## config.mk

```make
export PLATFORM = sky130hd
export DESIGN_NAME = mm_copy_dma
export DESIGN_NICKNAME = d
export VERILOG_FILES = /design/src/rtl/mcd_pkg.sv /design/src/rtl/mcd_sreset_seq.sv /design/src/rtl/mcd_regs.sv /design/src/rtl/mcd_mover.sv /design/src/rtl/mm_copy_dma.sv
export SDC_FILE = /design/constraint.sdc
export NUM_CORES = 1
export LEC_CHECK = 0
export ABC_AREA = 1
export BUFFER_PORTS_ARGS = -buffer_cell sky130_fd_sc_hd__clkbuf_2
export CAP_MARGIN = 30
export CORE_ASPECT_RATIO = 1.25
export CORE_MARGIN = 2
export CORE_UTILIZATION = 52
export CTS_CLUSTER_DIAMETER = 120
export CTS_CLUSTER_SIZE = 10
export DETAILED_ROUTE_END_ITERATION = 10
export PLACE_DENSITY_LB_ADDON = 0.05
export SLEW_MARGIN = 20
export SYNTH_ARGS = -nofsm -noshare
export SYNTH_HDL_FRONTEND = slang
export SYNTH_SLANG_ARGS = --single-unit
```

## constraint.sdc

```tcl
create_clock -name clk -period 3.75 [get_ports clk]
set_input_delay 0.5625 -clock clk [delete_from_list [all_inputs] [get_ports clk]]
set_output_delay 0.5625 -clock clk [all_outputs]
set_load 0.02 [all_outputs]
```

## src/rtl/mcd_pkg.sv

```systemverilog
// Shared constants and helpers for the memory copy engine.
// Assumes a register port with 3-bit offsets and 32-bit data.
package mcd_pkg;

    localparam logic [2:0] OFS_CTRL = 3'd0;
    localparam logic [2:0] OFS_STAT = 3'd1;
    localparam logic [2:0] OFS_SRC  = 3'd2;
    localparam logic [2:0] OFS_DST  = 3'd3;
    localparam logic [2:0] OFS_LEN  = 3'd4;

    localparam int CB_GO     = 3;
    localparam int CB_IEN    = 4;
    localparam int CB_SRCFIX = 8;
    localparam int CB_DSTFIX = 9;
    localparam int CB_SRST   = 12;

    // Control bit for each width selector, narrowest first (1,2,4,8,16 bytes)
    localparam int WSEL_POS [5] = '{0, 1, 2, 10, 11};

    localparam int SB_DONE   = 0;
    localparam int SB_BUSY   = 1;
    localparam int SB_LENEND = 2;

    typedef enum logic [1:0] {MV_IDLE, MV_RD, MV_RWAIT, MV_WR} mv_state_e;

    // Bytes per beat from the one-hot width field; 1 if none is set
    function automatic logic [4:0] beat_bytes(input logic [4:0] sel);
        logic [4:0] n;
        n = 5'd1;
        for (int g = 0; g < 5; g++) begin
            if (sel[g]) n = 5'(1 << g);
        end
        return n;
    endfunction

endpackage

```

## src/rtl/mcd_sreset_seq.sv

```systemverilog
// Two-write software reset sequencer.
// Arms on a control write with the reset bit set, fires on the very next
// register write if it is another such write, otherwise disarms.
// Firing drives the engine reset low for one cycle, then clears itself.
// Assumes: only the system reset clears this sequencer.
module mcd_sreset_seq (
    input  logic clk,
    input  logic rst_n,
    input  logic wr_any,
    input  logic srst_hit,
    output logic eng_rst_n
);

    logic armed;
    logic fire;

    // Track the arm state and raise a one-cycle reset pulse
    always_ff @(posedge clk) begin
        if (!rst_n) begin
            armed <= 1'b0;
            fire  <= 1'b0;
        end else if (fire) begin
            armed <= 1'b0;
            fire  <= 1'b0;
        end else if (wr_any) begin
            if (srst_hit && armed) begin
                fire  <= 1'b1;
                armed <= 1'b0;
            end else begin
                armed <= srst_hit;
            end
        end
    end

    assign eng_rst_n = rst_n & ~fire;

endmodule

```

## src/rtl/mcd_regs.sv

```systemverilog
// Register file of the copy engine: control, status, source, destination
// and length, plus address stepping and length countdown per beat.
// Assumes: configuration writes are ignored while busy; beat_ok only
// occurs while busy.
module mcd_regs
    import mcd_pkg::*;
#(
    parameter int         ADDR_W     = 32,
    parameter int         LEN_W      = 16,
    parameter int         CFG_W      = 32,
    parameter logic [4:0] ALLOW_MASK = 5'b11111
) (
    input  logic              clk,
    input  logic              rst_n,
    input  logic              cfg_sel,
    input  logic              cfg_wr,
    input  logic [2:0]        cfg_addr,
    input  logic [CFG_W-1:0]  cfg_wdata,
    output logic [CFG_W-1:0]  cfg_rdata,
    input  logic              busy,
    input  logic              beat_ok,
    output logic              start,
    output logic              last,
    output logic [4:0]        bytes,
    output logic [ADDR_W-1:0] src_addr,
    output logic [ADDR_W-1:0] dst_addr,
    output logic              done,
    output logic              ien
);

    logic              wr_any, wr_ctl, wr_stat, wr_src, wr_dst, wr_len, cfg_ok;
    logic [4:0]        wsel;
    logic              src_fix, dst_fix, len_end, finish;
    logic [LEN_W-1:0]  len;
    logic [CFG_W-1:0]  ctl_rd;
    logic              unused_bits;

    assign wr_any  = cfg_sel & cfg_wr;
    assign wr_ctl  = wr_any && (cfg_addr == OFS_CTRL);
    assign wr_stat = wr_any && (cfg_addr == OFS_STAT);
    assign wr_src  = wr_any && (cfg_addr == OFS_SRC) && !busy;
    assign wr_dst  = wr_any && (cfg_addr == OFS_DST) && !busy;
    assign wr_len  = wr_any && (cfg_addr == OFS_LEN) && !busy;
    assign cfg_ok  = wr_ctl && !busy;
    assign unused_bits = ^cfg_wdata;

    assign start  = cfg_ok && cfg_wdata[CB_GO] && (len != '0);
    assign bytes  = beat_bytes(wsel);
    assign last   = (len <= LEN_W'(bytes));
    assign finish = beat_ok && last;

    // One storage bit per width selector that the build allows
    for (genvar g = 0; g < 5; g++) begin : g_wsel
        if (ALLOW_MASK[g]) begin : g_on
            logic bit_q;
            // Hold the selector bit written through the control register
            always_ff @(posedge clk) begin
                if (!rst_n)      bit_q <= 1'b0;
                else if (cfg_ok) bit_q <= cfg_wdata[WSEL_POS[g]];
            end
            assign wsel[g] = bit_q;
        end else begin : g_off
            assign wsel[g] = 1'b0;
        end
    end

    // Remaining control fields
    always_ff @(posedge clk) begin
        if (!rst_n) begin
            src_fix <= 1'b0;
            dst_fix <= 1'b0;
            ien     <= 1'b0;
        end else if (cfg_ok) begin
            src_fix <= cfg_wdata[CB_SRCFIX];
            dst_fix <= cfg_wdata[CB_DSTFIX];
            ien     <= cfg_wdata[CB_IEN];
        end
    end

    // Source and destination: loaded by software, stepped per beat
    always_ff @(posedge clk) begin
        if (!rst_n) begin
            src_addr <= '0;
            dst_addr <= '0;
        end else begin
            if (wr_src)                   src_addr <= cfg_wdata[ADDR_W-1:0];
            else if (beat_ok && !src_fix) src_addr <= src_addr + ADDR_W'(bytes);
            if (wr_dst)                   dst_addr <= cfg_wdata[ADDR_W-1:0];
            else if (beat_ok && !dst_fix) dst_addr <= dst_addr + ADDR_W'(bytes);
        end
    end

    // Length countdown, floored at zero on the last beat
    always_ff @(posedge clk) begin
        if (!rst_n)        len <= '0;
        else if (wr_len)   len <= cfg_wdata[LEN_W-1:0];
        else if (beat_ok)  len <= last ? '0 : len - LEN_W'(bytes);
    end

    // Completion flags: finish sets, a status write clears done
    always_ff @(posedge clk) begin
        if (!rst_n) begin
            done    <= 1'b0;
            len_end <= 1'b0;
        end else begin
            if (finish)       done <= 1'b1;
            else if (wr_stat) done <= 1'b0;
            if (finish)       len_end <= 1'b1;
            else if (start)   len_end <= 1'b0;
        end
    end

    // Control readback image
    always_comb begin
        ctl_rd = '0;
        for (int g = 0; g < 5; g++) ctl_rd[WSEL_POS[g]] = wsel[g];
        ctl_rd[CB_IEN]    = ien;
        ctl_rd[CB_SRCFIX] = src_fix;
        ctl_rd[CB_DSTFIX] = dst_fix;
    end

    // Combinational register read mux
    always_comb begin
        cfg_rdata = '0;
        case (cfg_addr)
            OFS_CTRL: cfg_rdata = ctl_rd;
            OFS_STAT: begin
                cfg_rdata[SB_DONE]   = done;
                cfg_rdata[SB_BUSY]   = busy;
                cfg_rdata[SB_LENEND] = len_end;
            end
            OFS_SRC:  cfg_rdata = CFG_W'(src_addr);
            OFS_DST:  cfg_rdata = CFG_W'(dst_addr);
            OFS_LEN:  cfg_rdata = CFG_W'(len);
            default:  cfg_rdata = '0;
        endcase
    end

endmodule

```

## src/rtl/mcd_mover.sv

```systemverilog
// Transfer loop: read request, wait for data, write request, repeat.
// Requests are held until the slave drops m_wait at a clock edge.
// Assumes: m_rvalid arrives once per accepted read, at least one cycle later.
module mcd_mover
    import mcd_pkg::*;
#(
    parameter int ADDR_W = 32,
    parameter int DATA_W = 128
) (
    input  logic                clk,
    input  logic                rst_n,
    input  logic                start,
    input  logic                last,
    input  logic [ADDR_W-1:0]   src_addr,
    input  logic [ADDR_W-1:0]   dst_addr,
    input  logic [4:0]          bytes,
    output logic [ADDR_W-1:0]   m_addr,
    output logic                m_rd,
    output logic                m_wr,
    output logic [DATA_W/8-1:0] m_be,
    output logic [DATA_W-1:0]   m_wdata,
    input  logic [DATA_W-1:0]   m_rdata,
    input  logic                m_rvalid,
    input  logic                m_wait,
    output logic                busy,
    output logic                beat_ok
);

    localparam int BE_W = DATA_W / 8;

    mv_state_e          state;
    logic [DATA_W-1:0]  data_q;

    // Beat sequencing
    always_ff @(posedge clk) begin
        if (!rst_n) begin
            state <= MV_IDLE;
        end else begin
            case (state)
                MV_IDLE:  if (start)    state <= MV_RD;
                MV_RD:    if (!m_wait)  state <= MV_RWAIT;
                MV_RWAIT: if (m_rvalid) state <= MV_WR;
                MV_WR:    if (!m_wait)  state <= last ? MV_IDLE : MV_RD;
                default:                state <= MV_IDLE;
            endcase
        end
    end

    // Capture read data for the matching write
    always_ff @(posedge clk) begin
        if (!rst_n)                               data_q <= '0;
        else if (state == MV_RWAIT && m_rvalid)   data_q <= m_rdata;
    end

    // Low byte lanes enabled for the current beat width
    always_comb begin
        for (int i = 0; i < BE_W; i++) m_be[i] = (i < int'(bytes));
    end

    assign m_rd    = (state == MV_RD);
    assign m_wr    = (state == MV_WR);
    assign m_addr  = (state == MV_WR) ? dst_addr : src_addr;
    assign m_wdata = data_q;
    assign busy    = (state != MV_IDLE);
    assign beat_ok = (state == MV_WR) && !m_wait;

endmodule

```

## src/rtl/mm_copy_dma.sv

```systemverilog
// Top of the memory copy engine: register file, transfer loop and the
// two-write software reset sequencer. The interrupt is done gated by enable.
// Assumes ADDR_W and LEN_W do not exceed the 32-bit register width.
module mm_copy_dma
    import mcd_pkg::*;
#(
    parameter int         ADDR_W     = 32,
    parameter int         DATA_W     = 128,
    parameter int         LEN_W      = 16,
    parameter logic [4:0] ALLOW_MASK = 5'b11111
) (
    input  logic                clk,
    input  logic                rst_n,
    input  logic                cfg_sel,
    input  logic                cfg_wr,
    input  logic [2:0]          cfg_addr,
    input  logic [31:0]         cfg_wdata,
    output logic [31:0]         cfg_rdata,
    output logic [ADDR_W-1:0]   m_addr,
    output logic                m_rd,
    output logic                m_wr,
    output logic [DATA_W/8-1:0] m_be,
    output logic [DATA_W-1:0]   m_wdata,
    input  logic [DATA_W-1:0]   m_rdata,
    input  logic                m_rvalid,
    input  logic                m_wait,
    output logic                irq
);

    logic              eng_rst_n, wr_any, srst_hit;
    logic              busy_w, beat_ok_w, start_w, last_w, done_w, ien_w;
    logic [4:0]        bytes_w;
    logic [ADDR_W-1:0] src_w, dst_w;

    assign wr_any   = cfg_sel & cfg_wr;
    assign srst_hit = wr_any && (cfg_addr == OFS_CTRL) && cfg_wdata[CB_SRST];

    mcd_sreset_seq u_srst (
        .clk       (clk),
        .rst_n     (rst_n),
        .wr_any    (wr_any),
        .srst_hit  (srst_hit),
        .eng_rst_n (eng_rst_n)
    );

    mcd_regs #(
        .ADDR_W     (ADDR_W),
        .LEN_W      (LEN_W),
        .CFG_W      (32),
        .ALLOW_MASK (ALLOW_MASK)
    ) u_regs (
        .clk       (clk),
        .rst_n     (eng_rst_n),
        .cfg_sel   (cfg_sel),
        .cfg_wr    (cfg_wr),
        .cfg_addr  (cfg_addr),
        .cfg_wdata (cfg_wdata),
        .cfg_rdata (cfg_rdata),
        .busy      (busy_w),
        .beat_ok   (beat_ok_w),
        .start     (start_w),
        .last      (last_w),
        .bytes     (bytes_w),
        .src_addr  (src_w),
        .dst_addr  (dst_w),
        .done      (done_w),
        .ien       (ien_w)
    );

    mcd_mover #(
        .ADDR_W (ADDR_W),
        .DATA_W (DATA_W)
    ) u_mover (
        .clk      (clk),
        .rst_n    (eng_rst_n),
        .start    (start_w),
        .last     (last_w),
        .src_addr (src_w),
        .dst_addr (dst_w),
        .bytes    (bytes_w),
        .m_addr   (m_addr),
        .m_rd     (m_rd),
        .m_wr     (m_wr),
        .m_be     (m_be),
        .m_wdata  (m_wdata),
        .m_rdata  (m_rdata),
        .m_rvalid (m_rvalid),
        .m_wait   (m_wait),
        .busy     (busy_w),
        .beat_ok  (beat_ok_w)
    );

    assign irq = done_w & ien_w;

endmodule

```

==> Word-level counts from Yosys, hierarchy flattened <==
Cells that the tools add are included.
{ "word_totals": {"regBits": 222, "in_bits": 169, "out_inout_bits": 211, "elab_cells": 114} }
{ "classes": {"addsub": 3, "n_lt_le_gt_ge": 17, "eq_ne": 11, "mux": 26, "bitwise": 6, "reduce_logical": 34} }
{ "ops": {"columns": ["op", "count"], "rows": [
  ["$mux W32", 5],
  ["$pmux W29 S4", 1],
  ["$add A32 B5 Y32", 2],
  ["$mux W16", 3],
  ["$lt A4 B5 Y1 const A", 8],
  ["$lt A3 B5 Y1 const A", 4],
  ["$logic_and A1 B1 Y1", 18],
  ["$le A16 B5 Y1", 1],
  ["$reduce_bool A16 Y1", 1],
  ["$sub A16 B5 Y16", 1],
  ["$pmux W3 S5", 1],
  ["$reduce_bool A2 Y1", 6],
  ["$lt A1 B5 Y1 const A", 2],
  ["$lt A2 B5 Y1 const A", 2],
  ["$mux W2", 5],
  ["$ne A2 B2 Y1 const B", 4],
  ["$pmux W2 S4", 1],
  ["$mux W1", 7],
  ["$eq A3 B2 Y1 const B", 2],
  ["$mux W5", 1],
  ["$eq A2 B2 Y1 const B", 2],
  ["$logic_not A1 Y1", 4],
  ["$mux W4", 1],
  ["$reduce_and A4 Y1", 1],
  ["10 further kinds", 14]
]} }

==> Depth between registers and ports, before layout <==
Gate-level depths: netlist (run 1).
{ "depth": {"ltp_word": 8, "ltp_mapped": 17, "ltp_nobuf": 16} }

==> By module <==
From an unflattened synthesis (run 1), not the netlist that was laid out.
{ "unflattened": {"hier_cells": 1904, "area_unflattened_um2": 12339.3} }
{ "modules_own_cells": {"columns": ["mod", "n_inst", "cells_per_inst", "area_per_inst_um2", "seq_area_each_um2"], "rows": [
  ["mcd_regs", 1, 1165, 7008.0, 1801.7],
  ["mcd_mover", 1, 718, 5213.8, 2602.5],
  ["mcd_sreset_seq", 1, 12, 81.3, 40.0],
  ["mm_copy_dma", 1, 9, 36.3, 0.0]
]} }

==> Worst setup path after synthesis (run 1) <==
Ideal clock, no wire load.
{ "synth_timing": {"path_kind": "register -> register", "from": "register u_regs.g_wsel[4].g_on.bit_q", "to": "register u_regs.src_addr[16]", "setup_time_ns": 0.128, "arrival_ns": 2.707, "setup_slack_ns": 0.915, "stages_incl_launch_ff": 18, "n_path_buf": 1, "synth_period_minus_slack_ns": 2.835, "path_cell_list": "dfxtp_1 > clkbuf_1 > nor2_1 > nand2_1 > nor2_1 > ha_1 > inv_1 > fa_1 > inv_1 > nand3_1 > nand3_1 > nand2_1 > o21ai_1 > nand2_1 > nand2_1 > nand2_1 > a21oi_1 > nor2_1"} }
{ "synth_between": {"elab_chain_len": 4} }
{ "synth_rtl": {"columns": ["element", "line_no", "source"], "rows": [
  ["from (decl)", "mcd_regs.sv:55", "logic bit_q;"],
  ["from (signal assigned)", "mcd_regs.sv:59", "else if (cfg_ok) bit_q <= cfg_wdata[WSEL_POS[g]];"],
  ["$mux W5", "mcd_pkg.sv:31", "if (sel[g]) n = 5'(1 << g);"],
  ["$add A32 B5 Y32", "mcd_regs.sv:87", "else if (beat_ok && !src_fix) src_addr <= src_addr + ADDR_W'(bytes);"],
  ["$mux W32", "mcd_regs.sv:87", null],
  ["$mux W32", "mcd_regs.sv:86", "if (wr_src) src_addr <= cfg_wdata[ADDR_W-1:0];"],
  ["to (signal assigned)", "mcd_regs.sv:86", null],
  ["to (signal assigned)", "mcd_regs.sv:87", null],
  ["to (decl)", "mcd_regs.sv:25", "output logic [ADDR_W-1:0] src_addr,"]
]} }
Every way passes these cells. The select of a mux whose other input is x is not followed.
A chain may end at the register's enable or synchronous reset.

==> Worst setup path after layout (run 1) <==
{ "layout_timing": {"from": "register u_regs.g_wsel[3].g_on.bit_q", "to": "register u_regs.src_addr[16]"} }
{ "layout_between": {"elab_chain_len": 5} }
{ "layout_rtl": {"columns": ["element", "line_no"], "rows": [
  ["from (decl)", "mcd_regs.sv:55"],
  ["from (signal assigned)", "mcd_regs.sv:59"],
  ["$mux W4", "mcd_pkg.sv:31"],
  ["$mux W5", "mcd_pkg.sv:31"],
  ["$add A32 B5 Y32", "mcd_regs.sv:87"],
  ["$mux W32", "mcd_regs.sv:87"],
  ["$mux W32", "mcd_regs.sv:86"]
]} }
Every way passes these cells. The select of a mux whose other input is x is not followed.

==> results of run 1 <==
==> layout make-up <==
cell class,count,area [sq um],area share
Multi-Input combinational cell,1311,6240,0.427
Sequential cell,222,4440,0.304
Timing Repair Buffer,393,2040,0.139
Inverter,231,872,0.0596
Clock buffer,26,651,0.0445
Tap cell,288,360,0.0246
Clock inverter,2,25.0,0.00171
==> layer usage <==
| metal | track usage | part of all wire | up-vias |
|---|---|---|---|
| li1 | - | - | 6668 |
| met1 | 0.448 | 0.38 | 6226 |
| met2 | 0.602 | 0.47 | 718 |
| met3 | 0.0782 | 0.10 | 121 |
| met4 | 0.144 | 0.044 | 0 |
| met5 | 0 | 0 | - |
==> cells in the mapped netlist (2+ instances only) <==
master / number
sky130_fd_sc_hd__a21oi_1: 85
sky130_fd_sc_hd__a221o_1: 4
sky130_fd_sc_hd__a221oi_1: 2
sky130_fd_sc_hd__a31oi_1: 6
sky130_fd_sc_hd__and2_1: 3
sky130_fd_sc_hd__buf_1: 3
sky130_fd_sc_hd__buf_2: 13
sky130_fd_sc_hd__buf_4: 8
sky130_fd_sc_hd__buf_6: 2
sky130_fd_sc_hd__clkbuf_1: 70
sky130_fd_sc_hd__dfxtp_1: 222
sky130_fd_sc_hd__fa_1: 3
sky130_fd_sc_hd__ha_1: 19
sky130_fd_sc_hd__inv_1: 222
sky130_fd_sc_hd__inv_2: 8
sky130_fd_sc_hd__nand2_1: 328
sky130_fd_sc_hd__nand2_2: 4
sky130_fd_sc_hd__nand2_4: 2
sky130_fd_sc_hd__nand3_1: 96
sky130_fd_sc_hd__nand3_2: 2
sky130_fd_sc_hd__nand4_1: 31
sky130_fd_sc_hd__nor2_1: 383
sky130_fd_sc_hd__nor2_2: 3
sky130_fd_sc_hd__nor2_4: 2
sky130_fd_sc_hd__nor3_1: 11
sky130_fd_sc_hd__nor3_2: 2
sky130_fd_sc_hd__o21ai_0: 203
sky130_fd_sc_hd__o21ai_1: 9
sky130_fd_sc_hd__o21bai_1: 2
sky130_fd_sc_hd__o221ai_1: 13
sky130_fd_sc_hd__o22ai_1: 73
sky130_fd_sc_hd__xnor2_1: 2
sky130_fd_sc_hd__xor2_1: 16
==> critical path, stage by stage (launching register included) <==
cell and delay [ns]:
sky130_fd_sc_hd__dfxtp_1 0.34, sky130_fd_sc_hd__nor2_1 0.30, sky130_fd_sc_hd__nand2_1 0.19, sky130_fd_sc_hd__nor2_1 0.34, sky130_fd_sc_hd__ha_1 0.27, sky130_fd_sc_hd__inv_1 0.07
sky130_fd_sc_hd__fa_1 0.40, sky130_fd_sc_hd__inv_1 0.09, sky130_fd_sc_hd__nand3_1 0.06, sky130_fd_sc_hd__nand3_1 0.13, sky130_fd_sc_hd__nand2_1 0.06, sky130_fd_sc_hd__o21ai_1 0.28
sky130_fd_sc_hd__nand2_1 0.11, sky130_fd_sc_hd__nand2_1 0.08, sky130_fd_sc_hd__nand2_1 0.05, sky130_fd_sc_hd__a21oi_1 0.12, sky130_fd_sc_hd__nor2_1 0.05
==> state kept, by name, summed over array words and instances (netlist names), 2 cells and up <==
register                  count
u_regs.src_addr              32
u_regs.dst_addr              32
u_regs.len                   16
u_mover.m_wdata             128
u_mover.state                 2
u_regs.g_wsel.g_on.bit_q      5
==> through the flow <==
| stage | utilization | total power, mW |
|---|---|---|
| floorplan | - | 4.04 |
| global placement | 0.611 | 4.69 |
| detailed placement | 0.612 | 4.73 |
| CTS | 0.642 | 6.90 |
| global route | 0.642 | 7.20 |
| finish | 0.642 | 6.89 |
==> where the power goes <==
| group | internal (mW) | total, mW | switching (mW) |
|---|---|---|---|
| clock | 1.22 | 2.19 | 0.969 |
| sequential | 2.67 | 2.86 | 0.187 |
| combinational | 0.591 | 1.84 | 1.25 |
==> worst paths after layout <==
| kind | start | to | cells after the start | slack (ns) |
|---|---|---|---|---|
| max | u_regs.g_wsel[3].g_on.bit_q$_SDFFE_PN0P_ | u_regs.src_addr[16]$_SDFFE_PN0P_ | 16 | 0.67 |
| min | m_rdata[76] | u_mover.m_wdata[76]$_SDFFE_PN0P_ | 3 | 0.26 |
| max reg2reg | u_regs.g_wsel[3].g_on.bit_q$_SDFFE_PN0P_ | u_regs.src_addr[16]$_SDFFE_PN0P_ | 16 | 0.67 |
| min reg2reg | u_regs.dst_fix$_SDFFE_PN0P_ | u_regs.dst_fix$_SDFFE_PN0P_ | 2 | 0.47 |
==> kinds of logic (layout without fill, tap and decap cells) <==
| group | after synthesis | after routing |
|---|---|---|
| AND/OR/NAND/NOR | 871 | 871 |
| AO/OA/AOI/OAI | 399 | 399 |
| buffers and inverters | 327 | 652 |
| flip-flops | 222 | 222 |
| adder cells (fa/ha/maj) | 22 | 22 |
| XOR/XNOR | 18 | 18 |
| other | 1 | 1 |
==> out/metrics.json, run 1 <==
{
  "status": "finished clean",
  "post_place_setup_slack_ns": 0.778,
  "grt_use_total": 0.359,
  "routed_wirelength_um": 45100,
  "syn_avg_cell_area_sq_um": 6.43,
  "synth_cell_types": 41,
  "most-common-layout-cells": "sky130_fd_sc_hd__nor2_1, sky130_fd_sc_hd__clkbuf_2, sky130_fd_sc_hd__nand2_1",
  "synth-simple-area-share": 0.300,
  "maxCapViolCount": 0,
  "globalRouteOverflowTotal": 0,
  "syn_inst": 1860,
  "rows": 62,
  "cp_data_required_time_ns": 4.16,
  "cell_area_after_placement_sq_um": 14000,
  "grt_start_max_net_pins": 97,
  "ios": 380,
  "timing_worst_setup_path_type": "flop to flop",
  "area_delta_synth_final_pct": 22.3,
  "wl_per_cell_um": 18.2,
  "dieWidth_um": 140,
  "drt_pass_1_iters": 6,
  "buffer_ports.inserted": 378,
  "synthesis.nets": 2051,
  "grt_first_pass_wirelength_um": 69800,
  "yosys.area_share.xor_xnor": 0.0132,
  "yosysWarnings": 0,
  "placeableCoreArea_sq_um": 22800,
  "count_of_inserted_antenna_diode_cells": 0,
  "design.final.nets": 2376,
  "post-route-period-util": 0.821,
  "drive_gt1_frac": 0.207,
  "num_vias": 13700,
  "cp_max_fanout": 7,
  "final_period_minus_worst_setup_slack_ns": 3.08,
  "setup.worst_path.start_class": "flop",
  "post-cts-setup-buffers": 0,
  "die_area_sq_um": 24200,
  "clock-skew-final_ns": 0.0173,
  "tritoncts_num_sinks": 222,
  "synth-compound-area-share": 0.183,
  "power.leakage_nw": 6.92,
  "rsz_0062_raised_after_global_routing": "false",
  "synth.mux.area_fraction": 0,
  "floorplan.initialDensity": 0.525,
  "seq_area_frac_synth": 0.372,
  "hold_slack_ns": 0.265,
  "timing.final.ws_setup_ns": 0.673,
  "grt_antenna_before_repair": 1,
  "fin_area_sq_um": 14600,
  "stdcell_count": 2473,
  "hold_buffer_count_at_cts": 0,
  "drc_errors": 0,
  "max-vdd-ir-drop_uv": 415,
  "report.final.hold_viol_count": 0,
  "first_iter_violations": 1257,
  "clockRootBuffer": "sky130_fd_sc_hd__clkbuf_16",
  "synth_seq_cells": 222,
  "synth.top_cells.by_area": "sky130_fd_sc_hd__dfxtp_1, sky130_fd_sc_hd__nor2_1, sky130_fd_sc_hd__nand2_1",
  "fmax_mhz": 325,
  "pwr_density_cell_nw_per_um2": 470,
  "vias_per_cell": 5.55,
  "place_inst": 2445,
  "fill_cells": 2228,
  "synth_enable_flop_cells": 0,
  "hp_class": "primary input to flop",
  "crit_path_end_kind": "flop",
  "finalSetupTns_ns": 0,
  "cts_buffers": 26,
  "post_cts_resized": 0,
  "postRouteAntennaNets": 0,
  "synth_top_family_by_area": "simple AND/OR/NAND/NOR gates",
  "place.detailed.hpwl_um": 34400,
  "yosysTopAreaCell": "sky130_fd_sc_hd__dfxtp_1",
  "die_h_um": 174,
  "timing.final.setup_violations": 0,
  "grt_pass1_vias": 12900,
  "worstSkewPairLatency_ns": 0.54,
  "tritoncts": "yes",
  "post_synth_fa_ha_maj_area_fraction": 0.0249,
  "worstPathArrival_ns": 3.49,
  "slew-limit-headroom": 0.401,
  "ys.flop_type": "sky130_fd_sc_hd__dfxtp_1",
  "weighted_congestion_at_the_end_of_routability_driven_global_placement": 1.02,
  "htreeDepth": 1,
  "netlist.area_leader.share": 0.372,
  "path_clk_slew_ns": 0.06,
  "synthesis.area_sq_um": 12000,
  "async_reset_ff_frac": 0,
  "tightestPinTransition_ns": 0.898,
  "layout.cells.most_common": "sky130_fd_sc_hd__nor2_1",
  "slew_viol_final": 0,
  "cts_buffer_depth": 3
}
(Power assumes the default switching activity.)
==> run 2: changes to the inputs <==
==> constraint.sdc (replaced) <==
create_clock -name clk -period 2.9 [get_ports clk]
set_input_delay 0.435 -clock clk [delete_from_list [all_inputs] [get_ports clk]]
set_output_delay 0.435 -clock clk [all_outputs]
set_load 0.02 [all_outputs]
==> run 2 against run 1 <==
Effect of this change:
- register-to-register slack got worse by 0.45 ns
- critical endpoint is now u_regs.dst_addr[28]$_SDFFE_PN0P_
- largest power group unchanged
- largest cell class unchanged
- cell count increased by 0.49%
- clock power increased by 31%
==> out/metrics.json, run 2 (synthesized netlist as in run 1, its figures left out) <==
{
  "status": "finished clean",
  "fill_cells": {"value": 2217, "change": "-0.49%"},
  "vias_per_cell": {"value": 5.55, "change": "about the same"},
  "final_period_minus_worst_setup_slack": {"value": 2.68, "unit": "ns", "change": "-0.398 ns"},
  "die_area": {"value": 24200, "unit": "sq um", "change": "unchanged"},
  "worstPathArrival": {"value": 3.09, "unit": "ns", "change": "-0.40 ns"},
  "rsz_0062_raised_after_global_routing": "true",
  "post-route-period-util": {"value": 0.924, "change": "+0.103"},
  "most-common-layout-cells": "sky130_fd_sc_hd__nor2_1, sky130_fd_sc_hd__clkbuf_2, sky130_fd_sc_hd__nand2_1",
  "grt_antenna_before_repair": {"value": 1, "change": "unchanged"},
  "maxCapViolCount": {"value": 0, "change": "unchanged"},
  "ios": {"value": 380, "change": "unchanged"},
  "cts_buffers": {"value": 26, "change": "unchanged"},
  "area_delta_synth_final_pct": 23.3,
  "tightestPinTransition": {"value": 0.644, "unit": "ns", "change": "-0.254 ns"},
  "path_clk_slew": {"value": 0.06, "unit": "ns", "change": "about the same"},
  "htreeDepth": {"value": 1, "change": "unchanged"},
  "num_vias": {"value": 13800, "change": "+0.41%"},
  "timing.final.setup_violations": {"value": 0, "change": "unchanged"},
  "grt_first_pass_wirelength": {"value": 69300, "unit": "um", "change": "-0.73%"},
  "groute.layer.met2.usage": {"value": 0.592, "change": "-0.0102"},
  "cp_data_required_time": {"value": 3.31, "unit": "ns", "change": "-0.85 ns"},
  "timing_worst_setup_path_type": "flop to flop",
  "postRouteAntennaNets": {"value": 0, "change": "unchanged"},
  "grt_use_met1": {"value": 0.451, "change": "+0.00316"},
  "crit_path_end_kind": "flop",
  "globalRouteOverflowTotal": {"value": 0, "change": "unchanged"},
  "drive_gt1_frac": {"value": 0.213, "change": "+0.00579"},
  "report.final.hold_viol_count": {"value": 0, "change": "unchanged"},
  "slew_viol_final": {"value": 0, "change": "unchanged"},
  "placeableCoreArea": {"value": 22800, "unit": "sq um", "change": "unchanged"},
  "grt_use_met3": {"value": 0.0704, "change": "-0.00773"},
  "drt_pass_1_iters": {"value": 5, "change": "-1"},
  "clock-skew-final": {"value": 0.0165, "unit": "ns", "change": "-0.000814 ns"},
  "power.leakage": {"value": 6.98, "unit": "nW", "change": "+0.85%"},
  "post-cts-setup-buffers": {"value": 0, "change": "unchanged"},
  "rows": {"value": 62, "change": "unchanged"},
  "grt_start_max_net_pins": {"value": 159, "change": "+64%"},
  "largest_register_ffs": {"value": 128, "change": "unchanged"},
  "hold_slack": {"value": 0.147, "unit": "ns", "change": "-0.118 ns"},
  "pwr_density_cell": {"value": 607, "unit": "nW/um^2", "change": "+29%"},
  "seqCellArea": {"value": 4440, "unit": "sq um", "change": "unchanged"},
  "clockRootBuffer": "sky130_fd_sc_hd__clkbuf_16",
  "top_usage_layer_grt": "met2",
  "switching_power": {"value": 3.11, "unit": "mW", "change": "+29%"},
  "design.final.nets": {"value": 2387, "change": "+0.46%"},
  "cp_max_fanout": {"value": 6, "change": "-1"},
  "floorplan.initialDensity": {"value": 0.525, "change": "unchanged"},
  "drc_errors": {"value": 0, "change": "unchanged"},
  "sequentialPowerShare": {"value": 0.412, "change": "-0.003"},
  "wl_per_cell": {"value": 18.1, "unit": "um", "change": "-0.61%"},
  "grt_use_total": {"value": 0.355, "change": "-0.00306"},
  "tritoncts_num_sinks": {"value": 222, "change": "unchanged"},
  "buffer_ports.inserted": {"value": 378, "change": "unchanged"},
  "combinationalPowerShare": {"value": 0.268, "change": "about the same"},
  "first_iter_violations": {"value": 1259, "change": "+0.16%"},
  "routed_wirelength": {"value": 45000, "unit": "um", "change": "-0.13%"},
  "p_int": {"value": 5.85, "unit": "mW", "change": "+31%"},
  "switching_share": {"value": 0.347, "change": "-0.00250"},
  "multi_input_area": {"value": 6260, "unit": "sq um", "change": "+0.28%"},
  "setup.worst_path.start_class": "flop",
  "cts_buffer_depth": {"value": 3, "change": "unchanged"},
  "max-vdd-ir-drop": {"value": 559, "unit": "uV", "change": "+34%"},
  "weighted_congestion_at_the_end_of_routability_driven_global_placement": {"value": 0.994, "change": "-2.6%"},
  "die_h": {"value": 174, "unit": "um", "change": "unchanged"},
  "worstSkewPairLatency": {"value": 0.53, "unit": "ns", "change": "about the same"},
  "layout.cells.most_common": "sky130_fd_sc_hd__nor2_1",
  "dieWidth": {"value": 140, "unit": "um", "change": "unchanged"},
  "tritoncts": "yes",
  "portion_of_total_power_attributed_to_the_clock_network": {"value": 0.320, "change": "+0.002"},
  "finalSetupTns": {"value": 0, "unit": "ns", "change": "unchanged"},
  "hp_class": "primary input to flop",
  "slew-limit-headroom": {"value": 0.570, "change": "+0.169"},
  "fmax": {"value": 373, "unit": "MHz", "change": "+15%"},
  "grt_pass1_vias": {"value": 12700, "change": "-1.8%"},
  "place.detailed.hpwl": {"value": 34400, "unit": "um", "change": "about the same"}
}
## run 2: changes by cell type in the layout (fill, tap and decap cells not counted), sizes merged
| cell | previous run | this run |
|---|---|---|
| diode | 0 | 1 |
| buf | 15 | 26 |
| clkbuf | 404 | 405 |
| clkinv | 1 | 0 |
## run 2: worst paths after layout
kind / slack (ns) / endpoint / cells past startpoint / from
max: 0.22 / u_regs.dst_addr[28]$_SDFFE_PN0P_ / 16 / u_regs.g_wsel[3].g_on.bit_q$_SDFFE_PN0P_
min: 0.15 / u_mover.m_wdata[75]$_SDFFE_PN0P_ / 3 / m_rdata[75]
max reg2reg: 0.22 / u_regs.dst_addr[28]$_SDFFE_PN0P_ / 16 / u_regs.g_wsel[3].g_on.bit_q$_SDFFE_PN0P_
min reg2reg: 0.48 / u_regs.dst_fix$_SDFFE_PN0P_ / 2 / u_regs.dst_fix$_SDFFE_PN0P_
## run 2: area by class of cell
type / count / share of cell area
Antenna cell: 1 / 0.000170
Clock buffer: 27 / 0.0458
Clock inverter: 1 / 0.000594
Inverter: 231 / 0.0591
Multi-Input combinational cell: 1311 / 0.425
Sequential cell: 222 / 0.301
Tap cell: 288 / 0.0244
Timing Repair Buffer: 404 / 0.144
## run 2: critical path, stage by stage, from the launching register on
cell,delay [ns]
sky130_fd_sc_hd__dfxtp_1,0.34
sky130_fd_sc_hd__nor2_1,0.14
sky130_fd_sc_hd__nand2_1,0.10
sky130_fd_sc_hd__nor2_1,0.25
sky130_fd_sc_hd__ha_1,0.27
sky130_fd_sc_hd__inv_1,0.07
sky130_fd_sc_hd__fa_1,0.40
sky130_fd_sc_hd__inv_1,0.09
sky130_fd_sc_hd__nand3_1,0.07
sky130_fd_sc_hd__nand3_1,0.16
sky130_fd_sc_hd__nand2_1,0.10
sky130_fd_sc_hd__nand2_1,0.17
sky130_fd_sc_hd__nand4_1,0.13
sky130_fd_sc_hd__nand2_1,0.08
sky130_fd_sc_hd__nand2_1,0.05
sky130_fd_sc_hd__nor2_1,0.09
sky130_fd_sc_hd__nor2_1,0.05
## run 2: metrics by stage
stage / total power, mW / setup WS [ns] / instances / util / instance area, sq um
after global routing: 9.36 / -0.00639 / 2485 / 0.647 / 14800
after floorplan: 5.22 / 0.0654 / 1860 / - / 12000
after detailed placement: 6.12 / 0.206 / 2456 / 0.616 / 14000
after global placement: 6.08 / 0.250 / 2456 / 0.616 / 14000
final: 8.95 / 0.221 / 2485 / 0.647 / 14800
after CTS: 8.96 / 0.185 / 2484 / 0.646 / 14700
## run 2: metal layers
metal  up-vias  share of wire
li1       6692              -
met1      6269           0.40
met2       693           0.47
met3       135          0.091
met4         0          0.046
met5         -              0
## run 2: timing repair
action | in CTS | in global routing
gates resized for setup | 0 | 5
endpoints found under the setup margin | 0 | 10
hold buffers | 0 | 0
## run 2: power groups by stage
stage / clock network (mW) / registers, mW / logic (mW)
global placement: 0 / 3.73 / 2.36
CTS: 2.89 / 3.69 / 2.38
floorplan: 0 / 4.15 / 1.07
finish: 2.87 / 3.69 / 2.40
global route: 3.01 / 3.74 / 2.62
detailed placement: 0 / 3.75 / 2.38
